[config.mk]
export PLATFORM = sky130hd
export DESIGN_NAME = l2_bucket_search
export DESIGN_NICKNAME = d
export VERILOG_FILES = /design/src/rtl/l2s_pkg.sv /design/src/rtl/l2s_slot_eval.sv /design/src/rtl/l2s_addr_gen.sv /design/src/rtl/l2s_ctrl.sv /design/src/rtl/l2_bucket_search.sv
export SDC_FILE = /design/constraint.sdc
export NUM_CORES = 1
export LEC_CHECK = 0
export ABC_AREA = 1
export BUFFER_PORTS_ARGS = -buffer_cell sky130_fd_sc_hd__buf_2
export CAP_MARGIN = 10
export CORE_MARGIN = 5
export CORE_UTILIZATION = 40
export DETAILED_ROUTE_END_ITERATION = 16
export GPL_ROUTABILITY_DRIVEN = 0
export PLACE_DENSITY_LB_ADDON = 0.3
export SLEW_MARGIN = 25
export SYNTH_ARGS = -nofsm -noshare
export SYNTH_HDL_FRONTEND = slang
export SYNTH_SLANG_ARGS = --single-unit
[constraint.sdc]
create_clock -name clk_i -period 2.8 [get_ports clk_i]
set_clock_uncertainty 0.15 [all_clocks]
set_input_delay 0.28 -clock clk_i [delete_from_list [all_inputs] [get_ports clk_i]]
set_output_delay 0.28 -clock clk_i [all_outputs]
set_load 0.01 [all_outputs]
[src/rtl/l2s_pkg.sv]
package l2s_pkg;
  localparam int KEY_W     = 60;
  localparam int WORD_W    = 32;
  localparam int ENTRY_W   = 3 * WORD_W;
  localparam int W1_LO     = WORD_W;
  localparam int W2_LO     = 2 * WORD_W;
  localparam int VALID_POS = W2_LO + 31;
  localparam int NH_POS    = W2_LO + 12;
  localparam int ID_W      = 12;
  localparam int MAC_LO_W  = 16;

  typedef enum logic [1:0] {
    ST_IDLE = 2'd0,
    ST_REQ  = 2'd1,
    ST_CHK  = 2'd2
  } state_e;
endpackage

[src/rtl/l2s_slot_eval.sv]
module l2s_slot_eval
  import l2s_pkg::*;
(
  input  logic [ENTRY_W-1:0] entry_i,
  input  logic [KEY_W-1:0]   key_i,
  output logic               valid_o,
  output logic               match_o,
  output logic               nh_o,
  output logic               qual_o
);
  logic [KEY_W-1:0] ident;
  logic             unused_bits;

  // identity = {id, mac[47:16], mac[15:0]}
  assign ident = {entry_i[W1_LO +: ID_W],
                  entry_i[0 +: WORD_W],
                  entry_i[W1_LO+WORD_W-MAC_LO_W +: MAC_LO_W]};

  assign valid_o = entry_i[VALID_POS];
  assign match_o = valid_o && (ident == key_i);
  assign nh_o    = entry_i[NH_POS];
  assign qual_o  = !valid_o || match_o;

  assign unused_bits = ^{entry_i[W1_LO+ID_W +: 4],
                         entry_i[W2_LO +: 12],
                         entry_i[W2_LO+13 +: 18]};
endmodule

[src/rtl/l2s_addr_gen.sv]
module l2s_addr_gen #(
  parameter int BKT_W = 12,
  parameter int WAYS  = 4,
  localparam int POS_W  = $clog2(WAYS),
  localparam int SLOT_W = POS_W + 1,
  localparam int ADDR_W = BKT_W + POS_W
) (
  input  logic [BKT_W-1:0]  bkt0_i,
  input  logic [BKT_W-1:0]  bkt1_i,
  input  logic [SLOT_W-1:0] pos_i,
  output logic [ADDR_W-1:0] addr_o
);
  logic [BKT_W-1:0] sel_bkt;

  assign sel_bkt = pos_i[SLOT_W-1] ? bkt1_i : bkt0_i;

  generate
    if (POS_W > 0) begin : g_multi_way
      assign addr_o = {sel_bkt, pos_i[POS_W-1:0]};
    end else begin : g_single_way
      assign addr_o = sel_bkt;
    end
  endgenerate
endmodule

[src/rtl/l2s_ctrl.sv]
module l2s_ctrl
  import l2s_pkg::*;
#(
  parameter int BKT_W = 12,
  parameter int WAYS  = 4,
  localparam int POS_W     = $clog2(WAYS),
  localparam int SLOT_W    = POS_W + 1,
  localparam int ADDR_W    = BKT_W + POS_W,
  localparam int NUM_SLOTS = 2 * WAYS
) (
  input  logic              clk_i,
  input  logic              rst_ni,
  input  logic              start_i,
  input  logic [BKT_W-1:0]  bkt0_i,
  input  logic [BKT_W-1:0]  bkt1_i,
  input  logic [KEY_W-1:0]  key_i,
  input  logic              qual_i,
  input  logic              valid_i,
  input  logic              nh_i,
  input  logic [ADDR_W-1:0] cur_addr_i,
  output logic              busy_o,
  output logic              rd_req_o,
  output logic [SLOT_W-1:0] pos_o,
  output logic [BKT_W-1:0]  bkt0_o,
  output logic [BKT_W-1:0]  bkt1_o,
  output logic [KEY_W-1:0]  key_o,
  output logic              done_o,
  output logic              hit_o,
  output logic              free_o,
  output logic              full_o,
  output logic [SLOT_W-1:0] slot_o,
  output logic [ADDR_W-1:0] addr_o,
  output logic              nexthop_o
);
  localparam logic [SLOT_W-1:0] LAST_POS = SLOT_W'(NUM_SLOTS - 1);

  state_e            state_q;
  logic [SLOT_W-1:0] pos_q;
  logic [BKT_W-1:0]  bkt0_q, bkt1_q;
  logic [KEY_W-1:0]  key_q;
  logic              done_q, hit_q, free_q, full_q, nh_q;
  logic [SLOT_W-1:0] slot_q;
  logic [ADDR_W-1:0] addr_q;
  logic              last_slot;

  assign last_slot = (pos_q == LAST_POS);

  always_ff @(posedge clk_i or negedge rst_ni) begin
    if (!rst_ni) begin
      state_q <= ST_IDLE;
      pos_q   <= '0;
      bkt0_q  <= '0;
      bkt1_q  <= '0;
      key_q   <= '0;
      done_q  <= 1'b0;
      hit_q   <= 1'b0;
      free_q  <= 1'b0;
      full_q  <= 1'b0;
      nh_q    <= 1'b0;
      slot_q  <= '0;
      addr_q  <= '0;
    end else begin
      done_q <= 1'b0;
      unique case (state_q)
        ST_IDLE: begin
          if (start_i) begin
            state_q <= ST_REQ;
            pos_q   <= '0;
            bkt0_q  <= bkt0_i;
            bkt1_q  <= bkt1_i;
            key_q   <= key_i;
          end
        end
        ST_REQ: state_q <= ST_CHK;
        ST_CHK: begin
          if (qual_i || last_slot) begin
            state_q <= ST_IDLE;
            done_q  <= 1'b1;
            hit_q   <= qual_i && valid_i;
            free_q  <= qual_i && !valid_i;
            full_q  <= !qual_i;
            nh_q    <= qual_i && valid_i && nh_i;
            slot_q  <= qual_i ? pos_q : '0;
            addr_q  <= qual_i ? cur_addr_i : '0;
          end else begin
            pos_q   <= pos_q + 1'b1;
            state_q <= ST_REQ;
          end
        end
        default: state_q <= ST_IDLE;
      endcase
    end
  end

  assign busy_o    = (state_q != ST_IDLE);
  assign rd_req_o  = (state_q == ST_REQ);
  assign pos_o     = pos_q;
  assign bkt0_o    = bkt0_q;
  assign bkt1_o    = bkt1_q;
  assign key_o     = key_q;
  assign done_o    = done_q;
  assign hit_o     = hit_q;
  assign free_o    = free_q;
  assign full_o    = full_q;
  assign slot_o    = slot_q;
  assign addr_o    = addr_q;
  assign nexthop_o = nh_q;
endmodule

[src/rtl/l2_bucket_search.sv]
module l2_bucket_search
  import l2s_pkg::*;
#(
  parameter int BKT_W = 12,
  parameter int WAYS  = 4,
  localparam int POS_W  = $clog2(WAYS),
  localparam int SLOT_W = POS_W + 1,
  localparam int ADDR_W = BKT_W + POS_W
) (
  input  logic               clk_i,
  input  logic               rst_ni,
  input  logic               start_i,
  input  logic [BKT_W-1:0]   bkt0_i,
  input  logic [BKT_W-1:0]   bkt1_i,
  input  logic [KEY_W-1:0]   key_i,
  output logic               busy_o,
  output logic               rd_req_o,
  output logic [ADDR_W-1:0]  rd_addr_o,
  input  logic [ENTRY_W-1:0] rd_data_i,
  output logic               done_o,
  output logic               hit_o,
  output logic               free_o,
  output logic               full_o,
  output logic [SLOT_W-1:0]  slot_o,
  output logic [ADDR_W-1:0]  addr_o,
  output logic               nexthop_o
);
  logic [SLOT_W-1:0] pos;
  logic [BKT_W-1:0]  bkt0_q, bkt1_q;
  logic [KEY_W-1:0]  key_q;
  logic              slot_valid, slot_match, slot_nh, slot_qual;

  l2s_addr_gen #(.BKT_W(BKT_W), .WAYS(WAYS)) u_addr (
    .bkt0_i (bkt0_q),
    .bkt1_i (bkt1_q),
    .pos_i  (pos),
    .addr_o (rd_addr_o)
  );

  l2s_slot_eval u_eval (
    .entry_i (rd_data_i),
    .key_i   (key_q),
    .valid_o (slot_valid),
    .match_o (slot_match),
    .nh_o    (slot_nh),
    .qual_o  (slot_qual)
  );

  l2s_ctrl #(.BKT_W(BKT_W), .WAYS(WAYS)) u_ctrl (
    .clk_i      (clk_i),
    .rst_ni     (rst_ni),
    .start_i    (start_i),
    .bkt0_i     (bkt0_i),
    .bkt1_i     (bkt1_i),
    .key_i      (key_i),
    .qual_i     (slot_qual),
    .valid_i    (slot_valid),
    .nh_i       (slot_nh && slot_match),
    .cur_addr_i (rd_addr_o),
    .busy_o     (busy_o),
    .rd_req_o   (rd_req_o),
    .pos_o      (pos),
    .bkt0_o     (bkt0_q),
    .bkt1_o     (bkt1_q),
    .key_o      (key_q),
    .done_o     (done_o),
    .hit_o      (hit_o),
    .free_o     (free_o),
    .full_o     (full_o),
    .slot_o     (slot_o),
    .addr_o     (addr_o),
    .nexthop_o  (nexthop_o)
  );
endmodule

==> qor.yml <==
clock_tree:
  cts_root_buf: "clkbuf_16"
  clk_latency_ns: 0.34
  holdBufCountCts: 13
  clk_pin_slew_ns: 0.07
  clock-sinks: 109
  post_cts_buffers: 0
  htreeDepth: 3
  post_cts_resized: 0
  clockBufferDepth: 2
  cts_tree: "built"
  numCtsBuffers: 9
yosys:
  ys_warn_count: 0
  ys_seq_elements: 109
  syn_avg_cell_area_um2: 8.01
  syn-cell-area_um2: 5450
  synth_top_cell_area_share_pct: 50.0
  yosysSeqAreaShare_pct: 50.0
  synth_nets: 866
  synth_area_leader_cell: "dfrtp_1"
  netlist_instances: 681
  synthTopCellsByArea: "dfrtp_1 (50%), nand2_1 (13%), mux2_2 (7.8%), nor2_1 (7.6%), inv_1 (6.5%)"
  ys_types: 24
layout:
  finalNetCount: 1058
  final_cell_area_um2: 6970
  area_growth_pct: 27.9
  drive_gt1_share_pct: 29.3
  antenna_cells: 0
  stdcell_count: 1054
sta:
  slew_headroom_pct: 52.8
  rsz0062_at_grt: "false"
  hold_violations: 0
  min_period_ns: 2.27
  finalMaxSlewViolations: 0
  fmax_mhz: 440
  tns_ns: 0
  worst_pin_slew_ns: 0.706
  finalSetupViolations: 0
  setup_ws_ns: 0.525
  fin_crit_sh_pct: 81.2
floorplanning:
  core_area_um2: 13300
  die_area_um2: 16100
  initial_core_util_pct: 41.0
  die_x_um: 127
  rows: 42
  io_pins: 221
  die_y_um: 127
setup_path:
  timing_worst_setup_path_type: "reg -> out"
  crit_arrival_ns: 1.84
  crit_path_start_kind: "flip-flop"
  cp_data_required_time_ns: 2.37
  cp-end-kind: "primary output"
  crit_fanout: 15
global_route:
  grt_pass1_vias: 4517
  grtUsageTotal_pct: 16.6
  grt_antenna_before_repair: 1
  grt_max_degree: 63
  gr-total-overflow: 0
  grt_pass1_wl_mm: 21.5
detailed_routing:
  drc: 0
  ant_nets: 0
  vias: 4723
  wl_per_cell_um: 12.5
  drt_wl_total_mm: 13.2
  vias_per_cell: 4.48
  drt_first_iter_violations: 130
  drt_pass1_iterations: 4
placed_design:
  place_hpwl_mm: 9.95
  dpl_worst_slack_ns: 0.754
  placed_area_um2: 6550
  io_buffer_count: 186
  dp_cells: 1025
worst_hold_path:
  holdCritPathClass: "in -> reg"
pwr:
  cellLeakagePower_nw: 3.93
  peakVddDrop_v: 0.000387
  power_density_nw_per_um2: 907
  total_power_w: 0.00632
outcome:
  status: "complete, no violations"
job:
  drv_cap: 0
[layer usage]
metal / routed length (um) / vias to the layer above / share of wire (%) / track usage [%]
met4: 200 / 2 / 1.5 / 5.68
met2: 6410 / 113 / 49 / 27.5
met3: 941 / 14 / 7.1 / 4.71
met5: 13 / - / 0.099 / 0
met1: 5620 / 2127 / 43 / 20.8
li1: - / 2467 / - / -
[final timing paths]
kind	depth (start not counted)	end	start	slack [ns]
min in group asynchronous	2	u_ctrl.key_o[39]	rst_ni	0.24
setup / recovery	3	rd_addr_o[2]	u_ctrl.pos_o[2]	0.53
setup reg to reg	11	u_ctrl.addr_o[7]	u_ctrl.key_o[5]	0.76
max in group asynchronous	3	u_ctrl.slot_o[2]	rst_ni	1.61
hold reg to reg	1	u_ctrl.state_q[1]	u_ctrl.state_q[1]	0.33
hold / removal	2	u_ctrl.bkt1_o[4]	bkt1_i[4]	0.02
[cell usage after synthesis (all sizes together)]
master,number
nor3,1
nand2,194
clkbuf,10
nand3,7
xor2,6
o21ai,12
mux2,38
a21oi,47
inv,99
buf,17
nand4,19
dfrtp,109
xnor2,8
nor2,112
ha,2
[worst max-delay path: stages (launching register included)]
cell and delay (ns):
dfrtp_1 0.57, buf_4 0.26, o21ai_0 0.44, buf_2 0.23
[stage by stage]
| step | utilization, % | hold WS, ns |
|---|---|---|
| finish | 52.5 | 0.0190 |
| global route | 52.5 | 0.00891 |
| CTS | 52.5 | 0.000129 |
| detailed placement | 49.3 | 0.0670 |
| global placement | 49.3 | 0.0705 |
| floorplan | - | -0.166 |
[final cells by class]
class | instances | area, um2
Fill cell | 1307 | 6320
Sequential cell | 109 | 2730
Multi-Input combinational cell | 446 | 2200
Timing Repair Buffer | 208 | 1160
Inverter | 99 | 372
Clock buffer | 12 | 246
Tap cell | 176 | 220
Clock inverter | 4 | 47.5
[cell families (layout without fill, tap and decap cells)]
kind of cell    count (synthesis)  count (layout)  share of synthesized area (%)
compound gates                 59              59                           5.41
fa+ha+maj                       2               2                          0.459
flops                         109             109                           50.0
simple gates                  333             333                           24.3
xor+xnor                       14              14                           2.25
mux                            38              38                           7.85
buf+inv                       126             323                           9.70
[state kept, by name, summed over array words and instances (netlist names)]
| name | flops |
|---|---|
| u_ctrl.nexthop_o | 1 |
| u_ctrl.bkt1_o | 12 |
| u_ctrl.done_o | 1 |
| u_ctrl.full_o | 1 |
| u_ctrl.pos_o | 3 |
| u_ctrl.state_q | 2 |
| u_ctrl.slot_o | 1 |
| u_ctrl.key_o | 60 |
| u_ctrl.bkt0_o | 12 |
| u_ctrl.free_o | 1 |
| u_ctrl.hit_o | 1 |
| u_ctrl.addr_o | 14 |
[power breakdown]
group	switching [W]	leakage, nW	internal [W]	total (W)
sequential	0.000386	1.27	0.00231	0.00269
combinational	0.00130	2.52	0.00107	0.00237
clock	0.000548	0.143	0.000716	0.00126
total	0.00223	3.93	0.00409	0.00632
[placed cells by master (no fill, tap or decap), drive strengths merged]
cell type	netlist	final
a21oi	47	47
buf	17	195
bufinv	0	1
clkbuf	10	12
clkinv	0	2
clkinvlp	0	1
dfrtp	109	109
dlygate4sd3	0	13
ha	2	2
inv	99	99
mux2	38	38
nand2	194	194
nand3	7	7
nand4	19	19
nor2	112	112
nor3	1	1
o21ai	12	12
xnor2	8	8
xor2	6	6
Power figures use the tool's default switching activity.
